<file path="src/rtl/tdd_seq_pkg.sv">
package tdd_seq_pkg;

  typedef enum logic [1:0] {
    TS_IDLE  = 2'd0,
    TS_ARMED = 2'd1,
    TS_WAIT  = 2'd2,
    TS_RUN   = 2'd3
  } tdd_state_e;

endpackage

</file>
<file path="src/rtl/tdd_cfg_hold.sv">
// Captures the timing configuration when the engine leaves idle and
// precomputes the terminal values that the counters compare against.
module tdd_cfg_hold #(
  parameter int CNT_W   = 16,
  parameter int BURST_W = 8
) (
  input  logic               clk,
  input  logic               rst_n,
  input  logic               load,
  input  logic [CNT_W-1:0]   dly_i,
  input  logic [CNT_W-1:0]   len_i,
  input  logic [BURST_W-1:0] burst_i,
  output logic               dly_zero_q,
  output logic [CNT_W-1:0]   dly_last_q,
  output logic [CNT_W-1:0]   len_last_q,
  output logic [BURST_W-1:0] burst_q
);

  localparam logic [CNT_W-1:0] ONE = CNT_W'(1);

  logic             dly_zero_d;
  logic [CNT_W-1:0] dly_last_d;
  logic [CNT_W-1:0] len_last_d;

  always_comb begin
    dly_zero_d = (dly_i == '0);
    dly_last_d = dly_i - ONE;
    len_last_d = (len_i <= ONE) ? '0 : (len_i - ONE);
  end

  always_ff @(posedge clk or negedge rst_n) begin
    if (!rst_n) begin
      dly_zero_q <= 1'b1;
      dly_last_q <= '0;
      len_last_q <= '0;
      burst_q    <= '0;
    end else if (load) begin
      dly_zero_q <= dly_zero_d;
      dly_last_q <= dly_last_d;
      len_last_q <= len_last_d;
      burst_q    <= burst_i;
    end
  end

endmodule

</file>
<file path="src/rtl/tdd_delay_cnt.sv">
// Counts the startup-delay cycles while the engine is waiting.
module tdd_delay_cnt #(
  parameter int CNT_W = 16
) (
  input  logic             clk,
  input  logic             rst_n,
  input  logic             active,
  input  logic [CNT_W-1:0] last_val,
  output logic             last
);

  localparam logic [CNT_W-1:0] ONE = CNT_W'(1);

  logic [CNT_W-1:0] cnt_q;
  logic [CNT_W-1:0] cnt_d;
  logic             cnt_en;

  always_comb begin
    cnt_d  = active ? (cnt_q + ONE) : '0;
    cnt_en = active || (cnt_q != '0);
    last   = (cnt_q == last_val);
  end

  always_ff @(posedge clk or negedge rst_n) begin
    if (!rst_n) begin
      cnt_q <= '0;
    end else if (cnt_en) begin
      cnt_q <= cnt_d;
    end
  end

endmodule

</file>
<file path="src/rtl/tdd_frame_cnt.sv">
// Frame-relative counter: runs 0..last_val and wraps while active, held at 0 otherwise.
module tdd_frame_cnt #(
  parameter int CNT_W = 16
) (
  input  logic             clk,
  input  logic             rst_n,
  input  logic             active,
  input  logic [CNT_W-1:0] last_val,
  output logic [CNT_W-1:0] cnt_q,
  output logic             frame_end
);

  localparam logic [CNT_W-1:0] ONE = CNT_W'(1);

  logic [CNT_W-1:0] cnt_d;
  logic             cnt_en;

  always_comb begin
    frame_end = (cnt_q == last_val);
    if (!active)        cnt_d = '0;
    else if (frame_end) cnt_d = '0;
    else                cnt_d = cnt_q + ONE;
    cnt_en = active || (cnt_q != '0);
  end

  always_ff @(posedge clk or negedge rst_n) begin
    if (!rst_n) begin
      cnt_q <= '0;
    end else if (cnt_en) begin
      cnt_q <= cnt_d;
    end
  end

endmodule

</file>
<file path="src/rtl/tdd_burst_cnt.sv">
// Tallies completed frames of a burst; a zero limit never reports the last frame.
module tdd_burst_cnt #(
  parameter int BURST_W = 8
) (
  input  logic               clk,
  input  logic               rst_n,
  input  logic               active,
  input  logic               tick,
  input  logic [BURST_W-1:0] limit,
  output logic               last
);

  localparam logic [BURST_W-1:0] ONE = BURST_W'(1);

  logic [BURST_W-1:0] done_q;
  logic [BURST_W-1:0] done_d;
  logic               done_en;

  always_comb begin
    last    = (limit != '0) && (done_q == (limit - ONE));
    done_d  = active ? (done_q + ONE) : '0;
    done_en = (active && tick) || (!active && (done_q != '0));
  end

  always_ff @(posedge clk or negedge rst_n) begin
    if (!rst_n) begin
      done_q <= '0;
    end else if (done_en) begin
      done_q <= done_d;
    end
  end

endmodule

</file>
<file path="src/rtl/tdd_seq_ctrl.sv">
// Engine state machine: next-state logic and state register.
module tdd_seq_ctrl
  import tdd_seq_pkg::*;
(
  input  logic       clk,
  input  logic       rst_n,
  input  logic       enable,
  input  logic       sync_pulse,
  input  logic       sync_rst_mode,
  input  logic       dly_zero,
  input  logic       dly_last,
  input  logic       frame_end,
  input  logic       burst_last,
  output tdd_state_e st_q,
  output logic       load_cfg,
  output logic       wait_active,
  output logic       run_active
);

  tdd_state_e st_d;
  logic       restart;

  always_comb begin
    st_d     = st_q;
    restart  = 1'b0;
    load_cfg = 1'b0;
    if (!enable) begin
      st_d = TS_IDLE;
    end else begin
      case (st_q)
        TS_IDLE: begin
          st_d     = TS_ARMED;
          load_cfg = 1'b1;
        end
        TS_ARMED: begin
          if (sync_pulse) restart = 1'b1;
        end
        TS_WAIT: begin
          if (sync_pulse && sync_rst_mode) restart = 1'b1;
          else if (dly_last)               st_d = TS_RUN;
        end
        TS_RUN: begin
          if (sync_pulse && sync_rst_mode)   restart = 1'b1;
          else if (frame_end && burst_last)  st_d = TS_ARMED;
        end
        default: st_d = TS_IDLE;
      endcase
      if (restart) st_d = dly_zero ? TS_RUN : TS_WAIT;
    end
  end

  always_comb begin
    wait_active = enable && !restart && (st_q == TS_WAIT);
    run_active  = enable && !restart && (st_q == TS_RUN);
  end

  always_ff @(posedge clk or negedge rst_n) begin
    if (!rst_n) begin
      st_q <= TS_IDLE;
    end else begin
      st_q <= st_d;
    end
  end

endmodule

</file>
<file path="src/rtl/tdd_frame_seq.sv">
module tdd_frame_seq
  import tdd_seq_pkg::*;
#(
  parameter int CNT_W   = 16,
  parameter int BURST_W = 8
) (
  input  logic               clk,
  input  logic               rst_n,
  input  logic               enable,
  input  logic               sync_rst_mode,
  input  logic               sync_pulse,
  input  logic [CNT_W-1:0]   startup_delay,
  input  logic [CNT_W-1:0]   frame_length,
  input  logic [BURST_W-1:0] burst_count,
  output logic [CNT_W-1:0]   frame_count,
  output logic               frame_start,
  output logic [1:0]         state_o
);

  tdd_state_e         st_q;
  logic               load_cfg;
  logic               wait_active;
  logic               run_active;
  logic               dly_zero_q;
  logic [CNT_W-1:0]   dly_last_q;
  logic [CNT_W-1:0]   len_last_q;
  logic [BURST_W-1:0] burst_q;
  logic               dly_last;
  logic               frame_end;
  logic               burst_last;

  tdd_seq_ctrl u_ctrl (
    .clk           (clk),
    .rst_n         (rst_n),
    .enable        (enable),
    .sync_pulse    (sync_pulse),
    .sync_rst_mode (sync_rst_mode),
    .dly_zero      (dly_zero_q),
    .dly_last      (dly_last),
    .frame_end     (frame_end),
    .burst_last    (burst_last),
    .st_q          (st_q),
    .load_cfg      (load_cfg),
    .wait_active   (wait_active),
    .run_active    (run_active)
  );

  tdd_cfg_hold #(.CNT_W(CNT_W), .BURST_W(BURST_W)) u_cfg (
    .clk        (clk),
    .rst_n      (rst_n),
    .load       (load_cfg),
    .dly_i      (startup_delay),
    .len_i      (frame_length),
    .burst_i    (burst_count),
    .dly_zero_q (dly_zero_q),
    .dly_last_q (dly_last_q),
    .len_last_q (len_last_q),
    .burst_q    (burst_q)
  );

  tdd_delay_cnt #(.CNT_W(CNT_W)) u_dly (
    .clk      (clk),
    .rst_n    (rst_n),
    .active   (wait_active),
    .last_val (dly_last_q),
    .last     (dly_last)
  );

  tdd_frame_cnt #(.CNT_W(CNT_W)) u_frm (
    .clk       (clk),
    .rst_n     (rst_n),
    .active    (run_active),
    .last_val  (len_last_q),
    .cnt_q     (frame_count),
    .frame_end (frame_end)
  );

  tdd_burst_cnt #(.BURST_W(BURST_W)) u_bst (
    .clk    (clk),
    .rst_n  (rst_n),
    .active (run_active),
    .tick   (frame_end),
    .limit  (burst_q),
    .last   (burst_last)
  );

  always_comb begin
    state_o     = st_q;
    frame_start = (st_q == TS_RUN) && (frame_count == '0);
  end

endmodule

</file>
<file path="config.mk">
export PLATFORM = sky130hd
export DESIGN_NAME = tdd_frame_seq
export DESIGN_NICKNAME = d
export VERILOG_FILES = /design/src/rtl/tdd_seq_pkg.sv /design/src/rtl/tdd_cfg_hold.sv /design/src/rtl/tdd_delay_cnt.sv /design/src/rtl/tdd_frame_cnt.sv /design/src/rtl/tdd_burst_cnt.sv /design/src/rtl/tdd_seq_ctrl.sv /design/src/rtl/tdd_frame_seq.sv
export SDC_FILE = /design/constraint.sdc
export NUM_CORES = 1
export LEC_CHECK = 0
export BUFFER_PORTS_ARGS = -buffer_cell sky130_fd_sc_hd__buf_2
export CELL_PAD_IN_SITES_DETAIL_PLACEMENT = 1
export CELL_PAD_IN_SITES_GLOBAL_PLACEMENT = 1
export CORE_MARGIN = 2
export CORE_UTILIZATION = 29
export DETAILED_ROUTE_END_ITERATION = 10
export PLACE_DENSITY = 0.55
export SKIP_CTS_REPAIR_TIMING = 1
export SLEW_MARGIN = 20
export SYNTH_ARGS = -nofsm -noshare
export SYNTH_HDL_FRONTEND = slang
export SYNTH_SLANG_ARGS = --single-unit
</file>
<file path="constraint.sdc">
create_clock -name clk -period 1.7 [get_ports clk]
set_input_delay 0.34 -clock clk [delete_from_list [all_inputs] [get_ports clk]]
set_output_delay 0.34 -clock clk [all_outputs]
set_load 0.1 [all_outputs]
</file>
==> results of run 1 <==
[layout make-up]
cell class              instances  area [um^2]
flip-flops and latches         83         2132
multi-input cells             431         2935
clock buffers                  12        236.5
repair buffers                161         1207
clock inverters                 4        76.32
inverters                      19        71.32
fillers                      1951         9708
well taps                     220        275.3
[worst min-delay path by stage]
stage / from / to / slack (ns) / cells past startpoint
after floorplan: rst_n / u_bst.done_q[0] / 0.04 / 0
after global placement: rst_n / u_cfg.dly_last_q[13] / 0.36 / 1
after detailed placement: rst_n / u_cfg.dly_last_q[9] / 0.36 / 1
after CTS: rst_n / u_cfg.dly_last_q[9] / -0.006 / 1
after global routing: rst_n / u_cfg.dly_last_q[9] / 0.02 / 1
final: rst_n / u_cfg.dly_last_q[9] / -0.01 / 1
[synth_stat cells (8+ instances only)]
library cell  count  area [um^2]
nor2_1           45        168.9
nand4_1          12        75.07
dfrtp_1          82         2052
nand3_1          26        130.1
ha_1             11        137.6
and3_1            8        50.05
nor4_1           12        75.07
xnor2_1          44        385.4
o21ai_0          47        235.2
nor3_1           16        80.08
clkbuf_1         16        60.06
inv_1            19        71.32
nand2_1          81        304.0
xor2_1           40        350.3
[per-stage QoR]
stage,cells,worst slack (ns),util (%),setup TNS [ns]
after global placement,906,-0.2970,38.09,-8.188
after CTS,922,-0.5545,39.97,-7.786
final,930,-0.4590,41.67,-9.734
after global routing,930,-0.5457,41.67,-12.08
after floorplan,553,-0.4675,-,-4.019
after detailed placement,906,-0.4133,38.09,-10.78
[logic make-up after synthesis]
| group | count (synthesis) |
|---|---|
| AND/OR/NAND/NOR | 248 |
| XOR/XNOR | 84 |
| flip-flops | 83 |
| AO/OA/AOI/OAI | 82 |
| buffers and inverters | 40 |
| adder cells (fa/ha/maj) | 11 |
| multiplexers | 5 |
[power breakdown]
group | internal, mW | leakage [nW] | switching, mW
logic | 0.833 | 1.83 | 0.985
registers | 2.20 | 1.05 | 0.202
clock network | 1.29 | 0.147 | 0.798
total | 4.33 | 3.03 | 1.99
[registers in the layout, indices dropped and copies added, names as in the netlist]
name and flops:
u_dly.cnt_q 16, u_frm.cnt_q 16, u_ctrl.st_q 2, u_cfg.burst_q 8, u_cfg.dly_last_q 16, u_bst.done_q 8, u_cfg.dly_zero_q 1, u_cfg.len_last_q 16
[routing by layer]
layer / part of all wire, % / global-route usage [%] / vias to the layer above
met2: 47 / 27.27 / 75
met5: 0 / 0 / -
met3: 2.5 / 2.365 / 15
li1: - / - / 2225
met4: 1.7 / 5.906 / 0
met1: 49 / 23.79 / 2179
==> flow_summary.ini, run 1 <==
[synth]
synth_nets = 609
synth_seq_cells = 83
ys.flop_type = dfrtp_1
synthSimpleGateAreaFrac_pct = 26.64
ys_seq_area_share_pct = 41.94
synth-compound-area-share_pct = 9.444
synth_top_family_by_area = simple AND/OR/NAND/NOR gates
netlist_area_mm2 = 0.004955
synth.avg_cell_area_um2 = 8.960
synthXorXnorAreaFrac_pct = 14.85
synth_enable_flop_cells = 0
synth-adder-area-share_pct = 2.778
synthMuxAreaShare_pct = 1.035
syn_inst = 553
ys_types = 52
yosysWarningCount = 0
ys_async_sr_fraction_pct = 100.0

[outcome]
outcome = finished, violations left
violations = negative hold slack, negative setup slack

[hold_path]
min_path_type = in -> async

[die]
rows = 47
num_io_pins = 64
core-area_mm2 = 0.01664
initial_utilization_pct = 29.77
die_w_um = 134.7
die-area_mm2 = 0.01815
fp.dieH_um = 134.7

[critical_path]
slowest_delay_ns = 0.48
cp_num_buf_inv = 2
cp-endpoint = u_bst.done_q[4]
r2r-end = u_bst.done_q[4]
cp.required_ns = 1.96
worstPathMaxFanout = 5
reg2reg_from = u_frm.cnt_q[0]
cp-start-kind = register
r2r_slack_ns = -0.46
worst-r2r-cell-count = 7
path_common_cell = buf_4
cp_num_cells = 7
worst_path_max_delay_cell = dfrtp_4
crit_family = simple AND/OR/NAND/NOR gates
crit_start = u_frm.cnt_q[0]
cp_data_arrival_time_ns = 2.42
end_kind = register
critPathKind = reg -> reg
cp_cell_sequence = buf_4, xor2_1, nor4_2, buf_4, nand4_4, or4_4, a21oi_2

[placement]
dp_hpwl_um = 11700
port_buffers = 63
routabilityCongestion = 0.8504
postPlaceCellArea_mm2 = 0.006339

[sta]
final-setup-viol-count = 27
drv_slew = 0
max_freq_mhz = 463.2
tightest_slew_ns = 0.5526
finalWorstSetupSlack_ns = -0.4590
hold_violations = 6
rsz0062_at_grt = true
period_needed_ns = 2.159
finClkSkew_ns = 0.008276
fin_crit_sh_pct = 127.0
fin_hold_ws_ns = -0.01352
relSlewSlack_pct = 63.16

[clock_network]
worstSkewPairLatency_ns = 0.34
path_clk_slew_ns = 0.06
cts_root_buf = clkbuf_16
htreeDepth = 3
cts_buffers = 9
clockBufferDepth = 2
clkSinkCount = 83
cts_tree = built

[global_routing]
antenna_found_initial = 0
grt_max_degree = 52
grt_pass1_vias = 4739
grt_pass1_wl_um = 24400
gr-total-overflow = 0
grtUsageTotal_pct = 17.08

[power_and_ir_drop]
power.density_mw_per_mm2 = 910.3
p_leak_nw = 3.028
vdd_ir_drop_max_v = 0.0004917
p_total_mw = 6.312

[route]
vias_per_cell = 4.832
routed_wl_um = 15100
drc = 0
dr.pass1.iters = 4
drtAntennaViolNets = 0
first_iter_violations = 147
wl_per_cell_um = 16.23
vias = 4494

[finish]
syn2layout_area_growth_pct = 39.95
final_common_cell = buf_4
stdcell_area_mm2 = 0.006934
most-common-layout-cells = 84 x buf_4, 79 x nand2_1, 63 x dfrtp_1
fin_nets = 761
layout-drive-gt1-share_pct = 33.66
n_antenna_cell = 0

[job]
max-cap-violations = 0
Note: power is estimated with default switching activity, not from simulation.
==> run 2: changes to the inputs <==
CORE_UTILIZATION = 40   (was 29)
PLACE_DENSITY = 0.73   (was 0.55)
RECOVER_POWER = 50   (was not set)
==> flow_summary.ini, run 2 (synthesized netlist as in run 1, its figures left out) <==
[finish]
final_common_cell = buf_4
layout-drive-gt1-share_pct = 35.03
fin_nets = 759
syn2layout_area_growth_pct = 38.33
most-common-layout-cells = 82 x buf_4, 78 x nand2_1, 61 x dfrtp_1
stdcell_area_mm2 = 0.006854
final_core_util_pct = 56.83
n_antenna_cell = 0
final_cells = 876

[sta]
period_needed_ns = 2.278
relSlewSlack_pct = 46.39
finClkSkew_ns = 0.007454
final-setup-viol-count = 27
hold_violations = 0
rsz0062_at_grt = true
tightest_slew_ns = 0.8041
fin_hold_ws_ns = 0.1756
finalSetupTns_ns = -9.178
finalWorstSetupSlack_ns = -0.5775
drv_slew = 0
fin_crit_sh_pct = 134.0
max_freq_mhz = 439.1

[die]
die_w_um = 115.3
num_io_pins = 64
initial_utilization_pct = 41.08
rows = 40
core-area_mm2 = 0.01206
fp.dieH_um = 115.3
die-area_mm2 = 0.01329

[outcome]
violations = negative setup slack
outcome = finished, violations left

[clock_network]
path_clk_slew_ns = 0.06
htreeDepth = 3
cts_tree = built
clockBufferDepth = 2
cts_root_buf = clkbuf_16
clkSinkCount = 83
cts_buffers = 9
worstSkewPairLatency_ns = 0.35

[critical_path]
end_kind = output pin
worstPathMaxFanout = 7
cp_data_arrival_time_ns = 1.94
cp-start-kind = register
cp.required_ns = 1.36
critPathKind = reg -> out
r2r_slack_ns = -0.48

[route]
first_iter_violations = 264
vias = 4648
drc = 0
dr.pass1.iters = 4
vias_per_cell = 5.306
drtAntennaViolNets = 0
wl_per_cell_um = 18.68
routed_wl_um = 16370

[global_routing]
antenna_found_initial = 0
grt_pass1_wl_um = 24720
grt_pass1_vias = 4787
grtUsageTotal_pct = 24.21
grt_max_degree = 35
gr-total-overflow = 0

[power_and_ir_drop]
p_leak_nw = 2.991
vdd_ir_drop_max_v = 0.0008047
power.density_mw_per_mm2 = 909.6

[placement]
port_buffers = 63
place_inst = 846
routabilityCongestion = 0.9463
dp_hpwl_um = 11820
postPlaceCellArea_mm2 = 0.006191

[job]
max-cap-violations = 0

[hold_path]
min_path_type = in -> reg
[run 2: cell count changes in the layout (fill, tap and decap cells not counted), sizes merged]
cell and change:
buf -9, clkbuf +4, clkinvlp +4, dlygate4sd3 +1, nand4 -1, bufinv -1
clkinv -1, inv +1
[run 2: worst paths after layout]
kind	cells after the start	from	end
hold / removal	2	startup_delay[15]	u_cfg.dly_zero_q
setup reg to reg	7	u_frm.cnt_q[5]	u_bst.done_q[4]
setup / recovery	5	u_frm.cnt_q[2]	frame_start
max in group asynchronous	3	rst_n	u_frm.cnt_q[6]
min in group asynchronous	2	rst_n	u_cfg.dly_last_q[4]
hold reg to reg	2	u_cfg.dly_last_q[12]	u_cfg.dly_last_q[12]
[run 2: critical path: stages, from the launching register on]
cell and delay (ns):
dfrtp_4 0.49, buf_4 0.18, nor3_1 0.29, nand4_1 0.26, nor2_4 0.19, buf_12 0.18
[run 2: area by class of cell]
cell class                      instances  area [um^2]
Clock inverter                          7        76.32
Timing Repair Buffer                  160         1177
Tap cell                              168        210.2
Inverter                               19        71.32
Sequential cell                        83         2135
Multi-Input combinational cell        430         2959
Clock buffer                            9        225.2
Fill cell                            1384         5207
[run 2: routing by layer]
metal	track usage (%)	vias to the layer above	part of all wire [%]
met5	0	-	0
met2	40.94	97	51
met1	32.02	2301	44
li1	-	2224	-
met4	8.434	0	2.4
met3	3.216	26	3.5
[run 2: per-stage QoR]
| step | power (mW) | setup slack [ns] |
|---|---|---|
| 3_3_place_gp | 3.924 | -0.1975 |
| 4_1_cts | 6.023 | -0.5192 |
| 2_1_floorplan | 3.322 | -0.4675 |
| 6_report | 6.235 | -0.5775 |
| 3_5_place_dp | 4.011 | -0.3796 |
| 5_1_grt | 6.537 | -0.6116 |
[run 2: report_power, final]
part,switching [mW],internal (mW),leakage [nW]
Clock,0.863,1.14,0.130
Combinational,1.01,0.804,1.81
Sequential,0.215,2.20,1.05
Total,2.09,4.15,2.99
